$ cat src/rtl/usb_hport_pkg.sv
package usb_hport_pkg;
  localparam int unsigned REG_W      = 32;
  localparam int unsigned B_OC_ACT   = 4;
  localparam int unsigned B_OC_CHG   = 5;
  localparam int unsigned B_RESUME   = 6;
  localparam int unsigned B_SUSPEND  = 7;
  localparam int unsigned B_RESET    = 8;
  localparam int unsigned B_CLK_STOP = 12;

  localparam logic [REG_W-1:0] IMPL_MASK =
      (REG_W'(1) << B_OC_ACT)  | (REG_W'(1) << B_OC_CHG) |
      (REG_W'(1) << B_RESUME)  | (REG_W'(1) << B_SUSPEND) |
      (REG_W'(1) << B_RESET)   | (REG_W'(1) << B_CLK_STOP);

  typedef struct packed {
    logic clk_stop;
    logic reset;
    logic suspend;
    logic resume;
  } port_ctl_t;
endpackage

$ cat src/rtl/usb_hport_sync.sv
module usb_hport_sync #(
  parameter int unsigned STAGES = 2
) (
  input  logic clk_i,
  input  logic rst_ni,
  input  logic d_i,
  output logic q_o
);
  logic [STAGES-1:0] chain_q;

  generate
    if (STAGES == 1) begin : g_single
      always_ff @(posedge clk_i or negedge rst_ni) begin
        if (!rst_ni) chain_q <= '0;
        else         chain_q <= d_i;
      end
    end else begin : g_chain
      always_ff @(posedge clk_i or negedge rst_ni) begin
        if (!rst_ni) chain_q <= '0;
        else         chain_q <= {chain_q[STAGES-2:0], d_i};
      end
    end
  endgenerate

  assign q_o = chain_q[STAGES-1];
endmodule

$ cat src/rtl/usb_hport_oc.sv
module usb_hport_oc #(
  parameter int unsigned SYNC_STAGES = 2
) (
  input  logic clk_i,
  input  logic rst_ni,
  input  logic oc_i,
  input  logic chg_clr_i,
  output logic oc_act_o,
  output logic oc_chg_o
);
  logic oc_sync;
  logic oc_prev_q;
  logic chg_q;

  usb_hport_sync #(.STAGES(SYNC_STAGES)) u_sync (
    .clk_i (clk_i),
    .rst_ni(rst_ni),
    .d_i   (oc_i),
    .q_o   (oc_sync)
  );

  // hardware set has priority over write-1 clear
  always_ff @(posedge clk_i or negedge rst_ni) begin
    if (!rst_ni) begin
      oc_prev_q <= 1'b0;
      chg_q     <= 1'b0;
    end else begin
      oc_prev_q <= oc_sync;
      if (oc_sync != oc_prev_q) chg_q <= 1'b1;
      else if (chg_clr_i)       chg_q <= 1'b0;
    end
  end

  assign oc_act_o = oc_sync;
  assign oc_chg_o = chg_q;
endmodule

$ cat src/rtl/usb_hport_state.sv
module usb_hport_state
  import usb_hport_pkg::*;
(
  input  logic      clk_i,
  input  logic      rst_ni,
  input  logic      we_i,
  input  port_ctl_t wr_i,
  input  logic      wakeup_det_i,
  input  logic      disconn_det_i,
  output port_ctl_t st_o
);
  port_ctl_t st_q, st_d;
  logic      susp_kill;

  assign susp_kill = wakeup_det_i | disconn_det_i |
                     (we_i & (wr_i.reset | wr_i.resume));

  always_comb begin
    st_d = st_q;
    if (we_i) begin
      st_d.reset    = wr_i.reset;
      st_d.clk_stop = wr_i.clk_stop;
      st_d.resume   = wr_i.resume;
      st_d.suspend  = wr_i.suspend;
    end
    if (wakeup_det_i)  st_d.resume  = 1'b1;
    if (disconn_det_i) st_d.resume  = 1'b0;
    if (susp_kill)     st_d.suspend = 1'b0;
  end

  always_ff @(posedge clk_i or negedge rst_ni) begin
    if (!rst_ni) st_q <= '0;
    else         st_q <= st_d;
  end

  assign st_o = st_q;
endmodule

$ cat src/rtl/usb_hport_ctl.sv
module usb_hport_ctl
  import usb_hport_pkg::*;
#(
  parameter int unsigned SYNC_STAGES = 2
) (
  input  logic             clk_i,
  input  logic             rst_ni,
  input  logic             reg_we_i,
  input  logic [REG_W-1:0] reg_wdata_i,
  output logic [REG_W-1:0] reg_rdata_o,
  input  logic             wakeup_det_i,
  input  logic             disconn_det_i,
  input  logic             oc_i,
  output logic             port_rst_o,
  output logic             port_resume_o,
  output logic             sof_en_o,
  output logic             phy_suspend_o
);
  port_ctl_t wr_fields;
  port_ctl_t st;
  logic      oc_act, oc_chg;
  logic      unused_wdata;

  assign wr_fields.clk_stop = reg_wdata_i[B_CLK_STOP];
  assign wr_fields.reset    = reg_wdata_i[B_RESET];
  assign wr_fields.suspend  = reg_wdata_i[B_SUSPEND];
  assign wr_fields.resume   = reg_wdata_i[B_RESUME];
  assign unused_wdata = ^(reg_wdata_i & ~IMPL_MASK) ^ reg_wdata_i[B_OC_ACT];

  usb_hport_state u_state (
    .clk_i        (clk_i),
    .rst_ni       (rst_ni),
    .we_i         (reg_we_i),
    .wr_i         (wr_fields),
    .wakeup_det_i (wakeup_det_i),
    .disconn_det_i(disconn_det_i),
    .st_o         (st)
  );

  usb_hport_oc #(.SYNC_STAGES(SYNC_STAGES)) u_oc (
    .clk_i    (clk_i),
    .rst_ni   (rst_ni),
    .oc_i     (oc_i),
    .chg_clr_i(reg_we_i & reg_wdata_i[B_OC_CHG]),
    .oc_act_o (oc_act),
    .oc_chg_o (oc_chg)
  );

  always_comb begin
    reg_rdata_o             = '0;
    reg_rdata_o[B_OC_ACT]   = oc_act;
    reg_rdata_o[B_OC_CHG]   = oc_chg;
    reg_rdata_o[B_RESUME]   = st.resume;
    reg_rdata_o[B_SUSPEND]  = st.suspend;
    reg_rdata_o[B_RESET]    = st.reset;
    reg_rdata_o[B_CLK_STOP] = st.clk_stop;
  end

  assign port_rst_o    = st.reset;
  assign port_resume_o = st.resume;
  assign sof_en_o      = ~st.suspend;
  assign phy_suspend_o = st.suspend & st.clk_stop;
endmodule

$ cat config.mk
export PLATFORM = sky130hd
export DESIGN_NAME = usb_hport_ctl
export DESIGN_NICKNAME = d
export VERILOG_FILES = /design/src/rtl/usb_hport_pkg.sv /design/src/rtl/usb_hport_sync.sv /design/src/rtl/usb_hport_oc.sv /design/src/rtl/usb_hport_state.sv /design/src/rtl/usb_hport_ctl.sv
export SDC_FILE = /design/constraint.sdc
export NUM_CORES = 1
export LEC_CHECK = 0
export BUFFER_PORTS_ARGS = -buffer_cell sky130_fd_sc_hd__buf_2
export CAP_MARGIN = 30
export CORE_AREA = 2 2 46 48
export DETAILED_ROUTE_END_ITERATION = 16
export DIE_AREA = 0 0 48 50
export PLACE_DENSITY = 0.73
export SLEW_MARGIN = 20
export SYNTH_ARGS = -nofsm -noshare
export SYNTH_HDL_FRONTEND = slang
export SYNTH_SLANG_ARGS = --single-unit
$ cat constraint.sdc
create_clock -name clk_i -period 1.1 [get_ports clk_i]
set_clock_uncertainty 0.2 [all_clocks]
set_input_delay 0.22 -clock clk_i [delete_from_list [all_inputs] [get_ports clk_i]]
set_output_delay 0.22 -clock clk_i [all_outputs]
set_load 0.01 [all_outputs]
==> impl_metrics.py, run 1 <==
metrics = {
    "outcome": {
        "status": "finished, violations left",
        "violations": "negative hold slack, negative setup slack",
    },
    "layout": {
        "final_nets": 116,
        "stdcell_count": 103,
        "fin_area_um2": 649,
        "area_growth_pct": 22.4,
        "antenna_cells": 0,
        "drive_gt1_share_pct": 40.8,
    },
    "synth": {
        "yosys_most_used_dff": "dfrtp_1",
        "netlist_area_um2": 531,
        "ys_top_cells_by_count": "buf_4 (30), dfrtp_1 (8), inv_1 (2), mux2_2 (2)",
        "ys_types": 14,
        "synth.yosys.seq_area_share_pct": 37.7,
        "yosysTopAreaCellShare_pct": 42.5,
        "syn_avg_cell_area_um2": 10.2,
        "ys_ff_latch": 8,
        "synthArstFlopShare_pct": 100,
        "yosys.area.top_type": "buf_4",
        "yosysWarnings": 0,
        "syn_inst": 52,
        "synth_edf_count": 0,
        "netlist_top_cells_area": "buf_4 (42%), dfrtp_1 (38%), mux2_2 (4.2%)",
        "synth_most_common_cell": "buf_4",
    },
    "power": {
        "peakVddDrop_mv": 0.435,
        "p_leak_nw": 0.355,
        "powerDensity_nw_per_um2": 1110,
    },
    "sta": {
        "rsz0062_at_grt": "yes",
        "min_period_ps": 1340,
        "setup_ws_ps": -236,
        "drv_slew": 0,
        "holdWs_ps": -43.5,
        "period_share_pct": 121,
        "max_freq_ghz": 0.749,
        "hold_viol": 2,
        "setup_viol": 11,
    },
    "setup_path": {
        "r2r-end": "u_oc.oc_chg_o",
        "r2r_setup_slack_ps": 10,
        "critPathLaunch": "u_state.st_o[1]",
        "path_depth": 2,
        "arrival_ps": 920,
        "crit_end": "phy_suspend_o",
        "r2r_start": "u_oc.u_sync.chain_q[1]",
        "required_ps": 680,
        "path_cells": "and2_1 > buf_2",
        "cpMaxStageDelayCell": "dfrtp_1",
        "cp.buffers_inverters": 1,
        "crit_fanout": 4,
        "critPathMaxStageDelay_ps": 400,
        "critical-path-top-delay-family": "flip-flops",
        "end_kind": "primary output",
        "startpoint_type": "flop",
        "worstSetupPathType": "flop to primary output",
        "r2r_cells": 3,
    },
    "grt": {
        "gr-total-overflow": 0,
        "grt_max_degree": 9,
        "grt_pass1_vias": 265,
        "grt_use_total_pct": 7.93,
        "antenna_found_initial": 0,
        "grt_first_pass_wirelength_um": 1200,
    },
    "routing": {
        "routedWlPerCell_um": 8.56,
        "viasPerCell": 3.37,
        "final_antenna_net_count": 0,
        "first_pass_iters": 1,
        "dr.first_iter.drc_count": 0,
        "drc": 0,
        "vias": 347,
        "routed_wl_um": 882,
    },
    "cts": {
        "clock_path_buffers": 2,
        "numClockSinks": 8,
        "h-tree-depth": 1,
        "hold_buffers": 3,
        "insertion_delay_ps": 250,
        "cts_tree": "yes",
        "cts_made_buffers": 3,
        "clk_pin_slew_ps": 50,
        "cts_root_buf": "clkbuf_4",
    },
    "floorplanning": {
        "die_area_um2": 2400,
        "boundaryPins": 74,
        "die_h_um": 50,
        "row_count": 16,
        "start_util_pct": 27.9,
        "die_x_um": 48,
        "core_area_um2": 1900,
    },
    "place": {
        "gp_routability_congestion": 0.575,
        "place_inst": 94,
        "place_area_um2": 533,
        "port_buffers": 20,
        "hpwl_um": 659,
    },
    "worst_hold_path": {
        "worstHoldPathType": "primary input to flop",
    },
    "run": {
        "cap_violations": 0,
    },
}
-- cells by family (layout without fill, tap and decap cells) --
family          count (synthesis)  after routing  share of synthesized area, %
buf+inv                        32             31                          43.9
flops                           8              8                          37.7
simple gates                    4              4                          5.19
compound gates                  3              3                          4.72
mux                             3              3                          6.13
other cells                     1             26                         0.707
xor+xnor                        1              1                          1.65
-- cell type report --
type / count / area, um2
flip-flops and latches: 8 / 200
repair buffers: 26 / 179
inverters: 2 / 7.51
well taps: 27 / 33.8
clock buffers: 3 / 22.5
multi-input cells: 37 / 206
fillers: 205 / 1250
-- metrics by stage --
step	setup slack, ps	utilization (%)	hold WS [ps]	TNS (ps)	power, mW
after floorplan	90.0	-	-276	0	0.487
after global placement	33.3	28.0	-129	0	0.453
after detailed placement	24.2	28.0	-127	0	0.456
after CTS	-253	32.3	-56.6	-1350	0.712
after global routing	-316	34.1	-62.9	-1760	0.766
final	-236	34.1	-43.5	-1270	0.720
-- power by group --
part / switching, mW / leakage [nW] / internal, mW
combinational: 0.0899 / 0.247 / 0.0748
clock: 0.103 / 0.0138 / 0.125
sequential: 0.0123 / 0.0946 / 0.314
total: 0.206 / 0.355 / 0.514
-- per-layer routing --
metal  GRT usage (%)  vias to the layer above  wire (um)  share of wire (%)
met5               0                        -          0                  0
met4            6.76                        0         21                2.4
met3            4.40                        3         94                 11
met2            11.6                       34        484                 55
met1            7.64                      156        281                 32
li1                -                      154          -                  -
-- state kept, by name, indices dropped and copies added (netlist names) --
register and flops:
u_oc.oc_chg_o 1, u_oc.oc_prev_q 1, u_oc.u_sync.chain_q 2, u_state.st_o 4
-- cells in the final DEF, fill, tap and decap left out --
cell | Yosys | routed
conb_1 | 1 | 26
mux2i_1 | 1 | 1
dlygate4sd3_1 | 0 | 3
nand2_1 | 1 | 1
buf_2 | 0 | 17
buf_4 | 30 | 1
a21o_1 | 1 | 1
buf_6 | 0 | 5
mux2_2 | 2 | 2
nand2b_4 | 0 | 1
nand4bb_1 | 1 | 1
inv_1 | 2 | 2
clkbuf_4 | 0 | 3
a211oi_2 | 1 | 1
and2_1 | 1 | 1
a21oi_1 | 1 | 1
dfrtp_1 | 8 | 8
xor2_2 | 0 | 1
-- worst min-delay path by stage --
stage / start / endpoint / slack (ps) / cells past startpoint
finish: wakeup_det_i / u_state.st_o[1] / -40 / 2
global route: wakeup_det_i / u_state.st_o[1] / -60 / 2
CTS: wakeup_det_i / u_state.st_o[1] / -60 / 2
detailed placement: rst_ni / u_oc.oc_prev_q / -130 / 1
global placement: rst_ni / u_oc.oc_chg_o / -130 / 1
floorplan: rst_ni / u_oc.oc_chg_o / -280 / 0
-- repair_timing --
item | in CTS | in global routing
setup buffers | 3 | 0
pin swaps | 0 | 1
gates resized for setup | 1 | 6
setup endpoints to repair | 10 | 12
endpoints found under the hold margin | 12 | 2
gates cloned | 0 | 0
Power figures use the tool's default switching activity.
==> run 2, diff against run 1 <==
Settings changed: SETUP_SLACK_MARGIN from default to 0.05, SYNTH_HIERARCHICAL from default to 1.
==> run 2 against run 1 <==
Effect of this change: the flow still finishes with violations (negative hold slack, negative setup slack); synthesized cell count rose by 1.9%; register-to-register slack barely moved; via count fell by 4.9%; flip-flop and latch count did not move.
==> impl_metrics.py, run 2 <==
metrics = {
    "outcome": {
        "status": "finished, violations left",
        "violations": "negative hold slack, negative setup slack",
    },
    "place": {
        "hpwl_um": 621,
        "place_area_um2": 537,
        "place_inst": 95,
        "port_buffers": 20,
        "place_ws_ps": 5.17,
        "gp_routability_congestion": 0.634,
    },
    "routing": {
        "vias": 330,
        "final_antenna_net_count": 0,
        "first_pass_iters": 2,
        "viasPerCell": 3.17,
        "routed_wl_um": 723,
        "drc": 0,
        "routedWlPerCell_um": 6.95,
        "dr.first_iter.drc_count": 2,
    },
    "synth": {
        "synthArstFlopShare_pct": 100,
        "yosys_most_used_dff": "dfrtp_1",
        "syn_avg_cell_area_um2": 10.1,
        "syn_inst": 53,
        "ys_ff_latch": 8,
        "netlist_area_um2": 534,
        "synth_edf_count": 0,
        "synth_most_common_cell": "buf_4",
        "yosysTopAreaCellShare_pct": 42.2,
        "yosys.area.top_type": "buf_4",
        "ys_top_cells_by_count": "buf_4 (30), dfrtp_1 (8), inv_1 (3)",
        "yosysWarnings": 6,
        "netlist_top_cells_area": "buf_4 (42%), dfrtp_1 (37%), mux2_2 (4.2%)",
        "ys_types": 13,
        "synth.yosys.seq_area_share_pct": 37.5,
    },
    "setup_path": {
        "r2r_cells": 2,
        "critPathMaxStageDelay_ps": 400,
        "critical-path-top-delay-family": "flip-flops",
        "required_ps": 680,
        "r2r_setup_slack_ps": 20,
        "worstSetupPathType": "flop to primary output",
        "r2r-end": "u_state/st_o[3]",
        "cp.buffers_inverters": 1,
        "r2r_start": "u_state/st_o[3]",
        "path_cells": "and2_1 > buf_2",
        "arrival_ps": 910,
        "cpMaxStageDelayCell": "dfrtp_1",
        "end_kind": "primary output",
        "startpoint_type": "flop",
        "crit_fanout": 4,
    },
    "worst_hold_path": {
        "worstHoldPathType": "primary input to flop",
        "min_to": "u_state/st_o[1]",
        "holdPathStages": 2,
        "hp-start": "disconn_det_i",
    },
    "power": {
        "report.power.total_mw": 0.680,
        "p_leak_nw": 0.353,
        "peakVddDrop_mv": 0.532,
        "powerDensity_nw_per_um2": 1090,
    },
    "grt": {
        "grt_use_total_pct": 6.36,
        "grt_first_pass_wirelength_um": 1050,
        "grt_max_degree": 9,
        "antenna_found_initial": 0,
        "gr-total-overflow": 0,
        "grt_pass1_vias": 245,
    },
    "floorplanning": {
        "start_util_pct": 28.1,
        "die_x_um": 48,
        "die_area_um2": 2400,
        "boundaryPins": 74,
        "row_count": 16,
        "core_area_um2": 1900,
        "die_h_um": 50,
    },
    "sta": {
        "min_period_ps": 1330,
        "setup_viol": 10,
        "tns_ps": -1010,
        "hold_viol": 2,
        "drv_slew": 0,
        "holdWs_ps": -55.2,
        "setup_ws_ps": -229,
        "rsz0062_at_grt": "yes",
        "period_share_pct": 121,
        "max_freq_ghz": 0.753,
    },
    "cts": {
        "hold_buffers": 2,
        "h-tree-depth": 1,
        "insertion_delay_ps": 240,
        "clock_path_buffers": 2,
        "clk_pin_slew_ps": 50,
        "cts_made_buffers": 3,
        "numClockSinks": 8,
        "cts_root_buf": "clkbuf_4",
        "cts_tree": "yes",
    },
    "layout": {
        "drive_gt1_share_pct": 40.3,
        "fin_util_pct": 32.8,
        "area_growth_pct": 16.6,
        "stdcell_count": 104,
        "fin_area_um2": 623,
        "final_nets": 117,
        "largest_reg_flops": 4,
        "antenna_cells": 0,
        "final_common_cell": "conb_1",
        "final_cell_mix": "conb_1 (26), buf_2 (19), dfrtp_1 (8)",
    },
    "run": {
        "cap_violations": 0,
    },
}
[run 2: cell count changes in the layout (fill, tap and decap cells not counted), sizes merged]
cell,before,now
nand2,1,0
o21ai,0,1
buf,23,24
inv,2,3
xor2,1,0
xnor2,0,1
a21o,1,0
and2,1,2
dlygate4sd3,3,2
[run 2: report_power, final]
| group | switching, mW | internal (mW) | total (mW) |
|---|---|---|---|
| Sequential | 0.0110 | 0.315 | 0.326 |
| Combinational | 0.0858 | 0.0618 | 0.148 |
| Clock | 0.0830 | 0.124 | 0.207 |
[run 2: repair_timing]
| item | in CTS | in global routing |
|---|---|---|
| setup buffers | 2 | 2 |
| setup endpoints to repair | 10 | 12 |
| resized for setup | 0 | 2 |
| gates cloned | 0 | 0 |
| pin swaps | 1 | 2 |
| endpoints found under the hold margin | 11 | 2 |
[run 2: worst max path at each step]
stage / depth (start not counted) / slack [ps] / end / start
after floorplan: 1 / 70 / phy_suspend_o / u_state/st_o[1]
after global placement: 2 / 10 / phy_suspend_o / u_state/st_o[1]
after detailed placement: 2 / 5 / phy_suspend_o / u_state/st_o[1]
after CTS: 2 / -240 / phy_suspend_o / u_state/st_o[3]
after global routing: 2 / -270 / phy_suspend_o / u_state/st_o[1]
final: 2 / -230 / phy_suspend_o / u_state/st_o[1]
[run 2: metal layers]
| layer | GRT usage, % | part of all wire [%] |
|---|---|---|
| met5 | 0 | 0 |
| met4 | 1.35 | 0 |
| met3 | 5.13 | 15 |
| met2 | 9.56 | 47 |
| met1 | 6.89 | 39 |
[run 2: cell families after synthesis]
kind of cell,after synthesis,share of synthesized area (%)
AND/OR/NAND/NOR,4,5.62
XOR/XNOR,1,1.64
flip-flops,8,37.5
multiplexers,3,6.09
AO/OA/AOI/OAI,3,4.21
other,1,0.702
buffers and inverters,33,44.3
[run 2: layout make-up]
class | count | area, um2
fillers | 202 | 1280
flip-flops and latches | 8 | 200
multi-input cells | 37 | 199
well taps | 27 | 33.8
repair buffers | 26 | 156
inverters | 3 | 11.3
clock buffers | 3 | 22.5
